**config.mk**
```make
export PLATFORM = sky130hd
export DESIGN_NAME = gcv_unit
export DESIGN_NICKNAME = d
export VERILOG_FILES = /design/src/rtl/gcv_pkg.sv /design/src/rtl/gcv_read_merge.sv /design/src/rtl/gcv_clts.sv /design/src/rtl/gcv_lmsw.sv /design/src/rtl/gcv_unit.sv
export SDC_FILE = /design/constraint.sdc
export NUM_CORES = 1
export LEC_CHECK = 0
export ABC_AREA = 1
export BUFFER_PORTS_ARGS = -buffer_cell sky130_fd_sc_hd__buf_2
export CORE_AREA = 3 3 131 133
export CTS_CLUSTER_DIAMETER = 100
export CTS_CLUSTER_SIZE = 8
export DETAILED_ROUTE_END_ITERATION = 8
export DIE_AREA = 0 0 134 136
export MAX_ROUTING_LAYER = met4
export PLACE_DENSITY = 0.62
export SYNTH_ARGS = -nofsm -noshare
export SYNTH_HDL_FRONTEND = slang
export SYNTH_SLANG_ARGS = --single-unit
```
**constraint.sdc**
```tcl
create_clock -name clk -period 1.2 [get_ports clk]
set_input_delay 0.06 -clock clk [delete_from_list [all_inputs] [get_ports clk]]
set_output_delay 0.06 -clock clk [all_outputs]
set_load 0.005 [all_outputs]
```
**src/rtl/gcv_pkg.sv**
```systemverilog
package gcv_pkg;
  typedef enum logic [2:0] {
    OP_CLTS   = 3'd0,
    OP_LMSW   = 3'd1,
    OP_RD_CR0 = 3'd2,
    OP_RD_CR4 = 3'd3,
    OP_IRET   = 3'd4
  } gcv_op_e;

  typedef enum logic [1:0] {
    OC_DONE  = 2'b00,
    OC_FAULT = 2'b01,
    OC_EXIT  = 2'b10
  } gcv_oc_e;

  localparam int TS_POS  = 3;
  localparam int MSW_LEN = 4;
endpackage

```
**src/rtl/gcv_read_merge.sv**
```systemverilog
module gcv_read_merge #(
  parameter int W = 32
) (
  input  logic         guest,
  input  logic         sel_cr4,
  input  logic [W-1:0] cr0_cur,
  input  logic [W-1:0] cr0_mask,
  input  logic [W-1:0] cr0_shadow,
  input  logic [W-1:0] cr4_cur,
  input  logic [W-1:0] cr4_mask,
  input  logic [W-1:0] cr4_shadow,
  output logic [W-1:0] rdata
);
  // owned bits come from the shadow, the rest from the real register
  function automatic logic [W-1:0] blend(input logic [W-1:0] real_v,
                                         input logic [W-1:0] own,
                                         input logic [W-1:0] shad);
    return (real_v & ~own) | (shad & own);
  endfunction

  logic [W-1:0] view0, view4;
  assign view0 = guest ? blend(cr0_cur, cr0_mask, cr0_shadow) : cr0_cur;
  assign view4 = guest ? blend(cr4_cur, cr4_mask, cr4_shadow) : cr4_cur;
  assign rdata = sel_cr4 ? view4 : view0;
endmodule

```
**src/rtl/gcv_clts.sv**
```systemverilog
module gcv_clts
  import gcv_pkg::*;
#(
  parameter int W = 32
) (
  input  logic         guest,
  input  logic [W-1:0] cr0_cur,
  input  logic         own_ts,
  input  logic         shadow_ts,
  input  logic         must1_ts,
  output gcv_oc_e      outcome,
  output logic [W-1:0] cr0_new,
  output logic         wr
);
  logic [W-1:0] ts_bit;
  assign ts_bit = W'(1) << TS_POS;

  always_comb begin
    outcome = OC_DONE;
    cr0_new = cr0_cur;
    wr      = 1'b0;
    if (!guest || (!own_ts && !must1_ts)) begin
      cr0_new = cr0_cur & ~ts_bit;
      wr      = 1'b1;
    end else if (!own_ts) begin
      outcome = OC_FAULT;
    end else if (shadow_ts) begin
      outcome = OC_EXIT;
    end
  end
endmodule

```
**src/rtl/gcv_lmsw.sv**
```systemverilog
module gcv_lmsw
  import gcv_pkg::*;
#(
  parameter int W = 32
) (
  input  logic               guest,
  input  logic [MSW_LEN-1:0] src,
  input  logic [W-1:0]       cr0_cur,
  input  logic [W-1:0]       cr0_mask,
  input  logic [W-1:0]       cr0_shadow,
  input  logic [W-1:0]       cr0_must1,
  input  logic [W-1:0]       cr0_must0,
  output gcv_oc_e            outcome,
  output logic [W-1:0]       cr0_new,
  output logic               wr
);
  logic [MSW_LEN-1:0] low_new;
  logic               want_exit;
  logic [W-1:0]       cand;
  logic               illegal;

  always_comb begin
    want_exit = 1'b0;
    for (int k = 0; k < MSW_LEN; k++) begin
      if (guest && cr0_mask[k]) begin
        low_new[k] = cr0_cur[k];
        if (k == 0) want_exit = want_exit | (src[0] & ~cr0_shadow[0]);
        else        want_exit = want_exit | (src[k] ^ cr0_shadow[k]);
      end else if (k == 0) begin
        low_new[k] = cr0_cur[0] | src[0];
      end else begin
        low_new[k] = src[k];
      end
    end
  end

  assign cand    = {cr0_cur[W-1:MSW_LEN], low_new};
  assign illegal = guest && (((cand & cr0_must0) | (~cand & cr0_must1)) != '0);

  always_comb begin
    outcome = OC_DONE;
    cr0_new = cr0_cur;
    wr      = 1'b0;
    if (want_exit)    outcome = OC_EXIT;
    else if (illegal) outcome = OC_FAULT;
    else begin
      cr0_new = cand;
      wr      = 1'b1;
    end
  end
endmodule

```
**src/rtl/gcv_unit.sv**
```systemverilog
module gcv_unit
  import gcv_pkg::*;
#(
  parameter int W = 32
) (
  input  logic               clk,
  input  logic               rst_n,
  input  logic               cmd_valid,
  input  logic [2:0]         cmd_op,
  input  logic [MSW_LEN-1:0] cmd_msw,
  input  logic               cmd_guest,
  input  logic [W-1:0]       cr0_cur,
  input  logic [W-1:0]       cr4_cur,
  input  logic [W-1:0]       cr0_mask,
  input  logic [W-1:0]       cr0_shadow,
  input  logic [W-1:0]       cr4_mask,
  input  logic [W-1:0]       cr4_shadow,
  input  logic [W-1:0]       cr0_must1,
  input  logic [W-1:0]       cr0_must0,
  input  logic               nmi_exit_ctl,
  input  logic               nmi_blk_cur,
  output logic               rsp_valid,
  output logic [1:0]         rsp_outcome,
  output logic [W-1:0]       rsp_rdata,
  output logic [W-1:0]       rsp_cr0,
  output logic               rsp_cr0_wr,
  output logic               rsp_nmi_blk,
  output logic               rsp_nmi_wr
);
  gcv_op_e      op;
  logic [W-1:0] rd_val, clts_cr0, lmsw_cr0;
  gcv_oc_e      clts_oc, lmsw_oc;
  logic         clts_wr, lmsw_wr;
  assign op = gcv_op_e'(cmd_op);

  gcv_read_merge #(.W(W)) u_rd (
    .guest(cmd_guest), .sel_cr4(op == OP_RD_CR4),
    .cr0_cur(cr0_cur), .cr0_mask(cr0_mask), .cr0_shadow(cr0_shadow),
    .cr4_cur(cr4_cur), .cr4_mask(cr4_mask), .cr4_shadow(cr4_shadow),
    .rdata(rd_val));

  gcv_clts #(.W(W)) u_clts (
    .guest(cmd_guest), .cr0_cur(cr0_cur), .own_ts(cr0_mask[TS_POS]),
    .shadow_ts(cr0_shadow[TS_POS]), .must1_ts(cr0_must1[TS_POS]),
    .outcome(clts_oc), .cr0_new(clts_cr0), .wr(clts_wr));

  gcv_lmsw #(.W(W)) u_lmsw (
    .guest(cmd_guest), .src(cmd_msw), .cr0_cur(cr0_cur), .cr0_mask(cr0_mask),
    .cr0_shadow(cr0_shadow), .cr0_must1(cr0_must1), .cr0_must0(cr0_must0),
    .outcome(lmsw_oc), .cr0_new(lmsw_cr0), .wr(lmsw_wr));

  gcv_oc_e      nx_oc;
  logic [W-1:0] nx_rd, nx_cr0;
  logic         nx_cr0_wr, nx_nmi, nx_nmi_wr;

  always_comb begin
    nx_oc     = OC_DONE;
    nx_rd     = '0;
    nx_cr0    = cr0_cur;
    nx_cr0_wr = 1'b0;
    nx_nmi    = nmi_blk_cur;
    nx_nmi_wr = 1'b0;
    case (op)
      OP_RD_CR0, OP_RD_CR4: nx_rd = rd_val;
      OP_CLTS: begin
        nx_oc = clts_oc; nx_cr0 = clts_cr0; nx_cr0_wr = clts_wr;
      end
      OP_LMSW: begin
        nx_oc = lmsw_oc; nx_cr0 = lmsw_cr0; nx_cr0_wr = lmsw_wr;
      end
      OP_IRET: begin
        if (!(cmd_guest && nmi_exit_ctl)) begin
          nx_nmi    = 1'b0;
          nx_nmi_wr = 1'b1;
        end
      end
      default: ;
    endcase
  end

  always_ff @(posedge clk) begin
    if (!rst_n) begin
      rsp_valid   <= 1'b0;
      rsp_outcome <= 2'b00;
      rsp_rdata   <= '0;
      rsp_cr0     <= '0;
      rsp_cr0_wr  <= 1'b0;
      rsp_nmi_blk <= 1'b0;
      rsp_nmi_wr  <= 1'b0;
    end else begin
      rsp_valid   <= cmd_valid;
      rsp_outcome <= cmd_valid ? nx_oc : 2'b00;
      rsp_rdata   <= cmd_valid ? nx_rd : '0;
      rsp_cr0     <= cmd_valid ? nx_cr0 : '0;
      rsp_cr0_wr  <= cmd_valid & nx_cr0_wr;
      rsp_nmi_blk <= cmd_valid ? nx_nmi : 1'b0;
      rsp_nmi_wr  <= cmd_valid & nx_nmi_wr;
    end
  end

  // an undefined outcome code never appears
  a_r1_outcome_code: assert property (@(posedge clk) disable iff (!rst_n)
    rsp_outcome != 2'b11);
  // fully owned CR0 reads give the shadow
  a_r2_full_shadow: assert property (@(posedge clk) disable iff (!rst_n)
    (cmd_valid && cmd_guest && op == OP_RD_CR0 && &cr0_mask)
      |=> rsp_rdata == $past(cr0_shadow));
  // host reads of CR4 ignore the shadow
  a_r4_host_read: assert property (@(posedge clk) disable iff (!rst_n)
    (cmd_valid && !cmd_guest && op == OP_RD_CR4) |=> rsp_rdata == $past(cr4_cur));
  // owned TS with clear shadow completes silently
  a_r7_clts_silent: assert property (@(posedge clk) disable iff (!rst_n)
    (cmd_valid && cmd_guest && op == OP_CLTS && cr0_mask[TS_POS] && !cr0_shadow[TS_POS])
      |=> (rsp_outcome == OC_DONE && !rsp_cr0_wr));
  // owned TS with set shadow exits
  a_r8_clts_exit: assert property (@(posedge clk) disable iff (!rst_n)
    (cmd_valid && cmd_guest && op == OP_CLTS && cr0_mask[TS_POS] && cr0_shadow[TS_POS])
      |=> rsp_outcome == OC_EXIT);
  // load-status-word never clears bit 0
  a_r9_pe_sticky: assert property (@(posedge clk) disable iff (!rst_n)
    (cmd_valid && op == OP_LMSW && cr0_cur[0]) |=> (!rsp_cr0_wr || rsp_cr0[0]));
  // NMI exiting keeps the guest flag
  a_r12_iret_hold: assert property (@(posedge clk) disable iff (!rst_n)
    (cmd_valid && cmd_guest && op == OP_IRET && nmi_exit_ctl) |=> !rsp_nmi_wr);
  // aborted commands write nothing
  a_r13_abort_quiet: assert property (@(posedge clk) disable iff (!rst_n)
    (rsp_valid && rsp_outcome != 2'b00)
      |-> (!rsp_cr0_wr && !rsp_nmi_wr && rsp_cr0 == $past(cr0_cur)));
endmodule

```
==> impl_metrics.json <==
{
  "status": "finished, final reports clean",
  "critPathLaunchType": "primary input",
  "row_count": 46,
  "clockBufferDepth": 2,
  "cp_data_arrival_time_ns": 1.28,
  "grt_max_degree": 45,
  "syn-num-nets": 887,
  "cts_root_buf": "clkbuf_16",
  "synthArstFlopShare_pct": 0,
  "grt_pass1_wl_um": 25700,
  "internal_power_w": 0.00520,
  "synth_ff_type": "dfxtp_1",
  "p_comb_share_pct": 20.2,
  "routed_wl_um": 17300,
  "drc": 0,
  "layout-drive-gt1-share_pct": 41.5,
  "synth_area_leaders": "dfxtp_1 (37%), nand2_1 (18%), a21oi_1 (9.5%)",
  "ys_seq_area_share_pct": 36.9,
  "first_pass_iters": 4,
  "synthSimpleGateAreaFrac_pct": 30.6,
  "required_ns": 1.47,
  "tightest_slew_ns": 0.458,
  "start_util_pct": 23.8,
  "synth_edf_count": 0,
  "timing.fmax_mhz": 998,
  "drt-initial-drc-count": 207,
  "clock_power_share_pct": 45.1,
  "seqPwrFrac_pct": 34.6,
  "gr-total-overflow": 0,
  "cts_tree": "done",
  "cts.reportedPaths.clkPinSlew_ns": 0.06,
  "yosys.area_share.xor_xnor_pct": 0.231,
  "drt.antenna.violating_nets": 0,
  "max_cap_viol_count": 0,
  "area.growth.synth_to_final_pct": 74.4,
  "syn-cell-area_mm2": 0.00380,
  "switching_share_pct": 25.3,
  "final.setup.worst_slack_ns": 0.198,
  "vias_per_cell": 4.35,
  "die_x_um": 134,
  "cts_setup_buffers": 0,
  "synth_warnings": 0,
  "rsz0062_at_grt": "no",
  "die_area_mm2": 0.0182,
  "leakage_nw": 3.77,
  "grt_pass1_vias": 5287,
  "synth_top_family_by_area": "simple AND/OR/NAND/NOR gates",
  "finalSetupViolations": 0,
  "slew_headroom_pct": 69.5,
  "syn_avg_cell_area_um2": 6.15,
  "hp-class": "in2reg",
  "place_area_mm2": 0.00615,
  "path_delay_family": "simple AND/OR/NAND/NOR gates",
  "core_mm2": 0.0159,
  "post-route-period-util_pct": 83.5,
  "drv_slew": 0,
  "grt_use_total_pct": 18.6,
  "syn_inst": 618,
  "place.gp.congestion": 0.819,
  "grt_antenna_before_repair": 2,
  "io_pins": 339,
  "portBuffers": 338,
  "path_buf_inv": 1,
  "nets": 1281,
  "critPathKind": "in2reg",
  "synth_seq_cells": 70,
  "worstPathCellList": "clkbuf_4 -> o21ai_4 -> nand2_1 -> nor2_2 -> nand2_2 -> nor2_1 -> nand3_1 -> nand2_2 -> nand2_2 -> nand2_1 -> nand2_1 -> a21oi_2",
  "fin_area_mm2": 0.00662,
  "muxShareOfSynthArea_pct": 0,
  "wl_per_cell_um": 14.0,
  "worst_path_largest_cell_delay_ns": 0.18,
  "crit_fanout": 6,
  "tns_ns": 0,
  "period_minus_slack_ns": 1.00,
  "synth_fa_ha_area_share_pct": 0,
  "place_ws_ns": -0.453,
  "synth_top_cell_area_share_pct": 36.9,
  "dieHeight_um": 136,
  "dp_hpwl_um": 14200,
  "setup.worst_path.end_class": "flop",
  "peakVddDrop_mv": 0.610,
  "timing_hold_violations_final": 0,
  "cts_sinks": 70,
  "power_w": 0.00695,
  "power_density_mw_per_mm2": 1050,
  "cts_made_buffers": 9,
  "p_switching_w": 0.00176,
  "synth.distinct_cells": 21,
  "cp_slowest_cell": "o21ai_4",
  "synth_compound_area_share_pct": 22.7,
  "synth_top_area_cell": "dfxtp_1",
  "vias": 5376,
  "h-tree-depth": 3
}
routing by layer:
layer	track usage (%)	vias up	part of all wire, %
li1	-	2790	-
met1	20.6	2341	41
met2	32.7	228	50
met3	5.00	17	7.3
met4	6.17	0	1.7
met5	-	-	0
cell families (layout without fill, tap and decap cells):
kind of cell / Yosys count / after routing
other: 0 / 2
xor gates and xnor gates: 1 / 1
buffers and inverters: 92 / 491
and+or+nand+nor: 300 / 300
DFF: 70 / 70
AOI/OAI and AO/OA: 155 / 155
power by group through the flow:
stage               combinational [W]  clock (W)  sequential [W]
finish                        0.00141    0.00314         0.00241
global route                  0.00158    0.00339         0.00241
CTS                           0.00140    0.00324         0.00241
detailed placement            0.00137          0         0.00246
global placement              0.00136          0         0.00246
floorplan                    0.000514          0         0.00247
cells in the final DEF (no fill, tap or decap), types with 15 or more instances in the layout:
cell type    n
buf_2      336
nand2_1    185
nor2_1      89
a21oi_1     72
dfxtp_1     70
inv_1       68
buf_4       55
o21ai_0     42
o211ai_1    28
nand3_1     15
layout make-up:
cell class,instances,area (um^2)
clock buffers,10,239
multi-input cells,456,2060
diodes,2,5.00
well taps,216,270
clock inverters,6,109
repair buffers,406,2280
inverters,69,259
fillers,1715,9320
flip-flops and latches,70,1400
per-stage QoR:
stage               cells  hold slack [ns]  util, %
floorplan             618            0.188        -
global placement     1208            0.294     38.6
detailed placement   1208            0.296     38.6
CTS                  1233          0.00248     41.3
global route         1235          0.00994     41.5
finish               1235           0.0173     41.5
cells in the mapped netlist (2+ instances only):
cell      number
dfxtp_1       70
nand4_1        4
o21ai_0       51
o211ai_1      28
nor2_1        90
clkbuf_1      14
nand3_1       15
inv_1         68
nand2_2        2
a21oi_1       72
buf_2          8
nand2_1      187
state kept, by name, indices dropped and copies added (netlist names):
name / count
rsp_cr0: 32
rsp_cr0_wr: 1
rsp_nmi_blk: 1
rsp_nmi_wr: 1
rsp_outcome: 2
rsp_rdata: 32
rsp_valid: 1
timing repair:
action / in CTS / in global routing
hold buffers: 9 / 0
resized for setup: 1 / 16
setup endpoints to repair: 4 / 4
hold endpoints to repair: 9 / 0
final timing paths:
kind / start / endpoint / slack [ns] / cells after the start
hold / removal: cr4_shadow[24] / rsp_rdata[24] / 0.02 / 3
setup / recovery: cr0_cur[8] / rsp_cr0[3] / 0.20 / 12
Power figures use the tool's default switching activity.
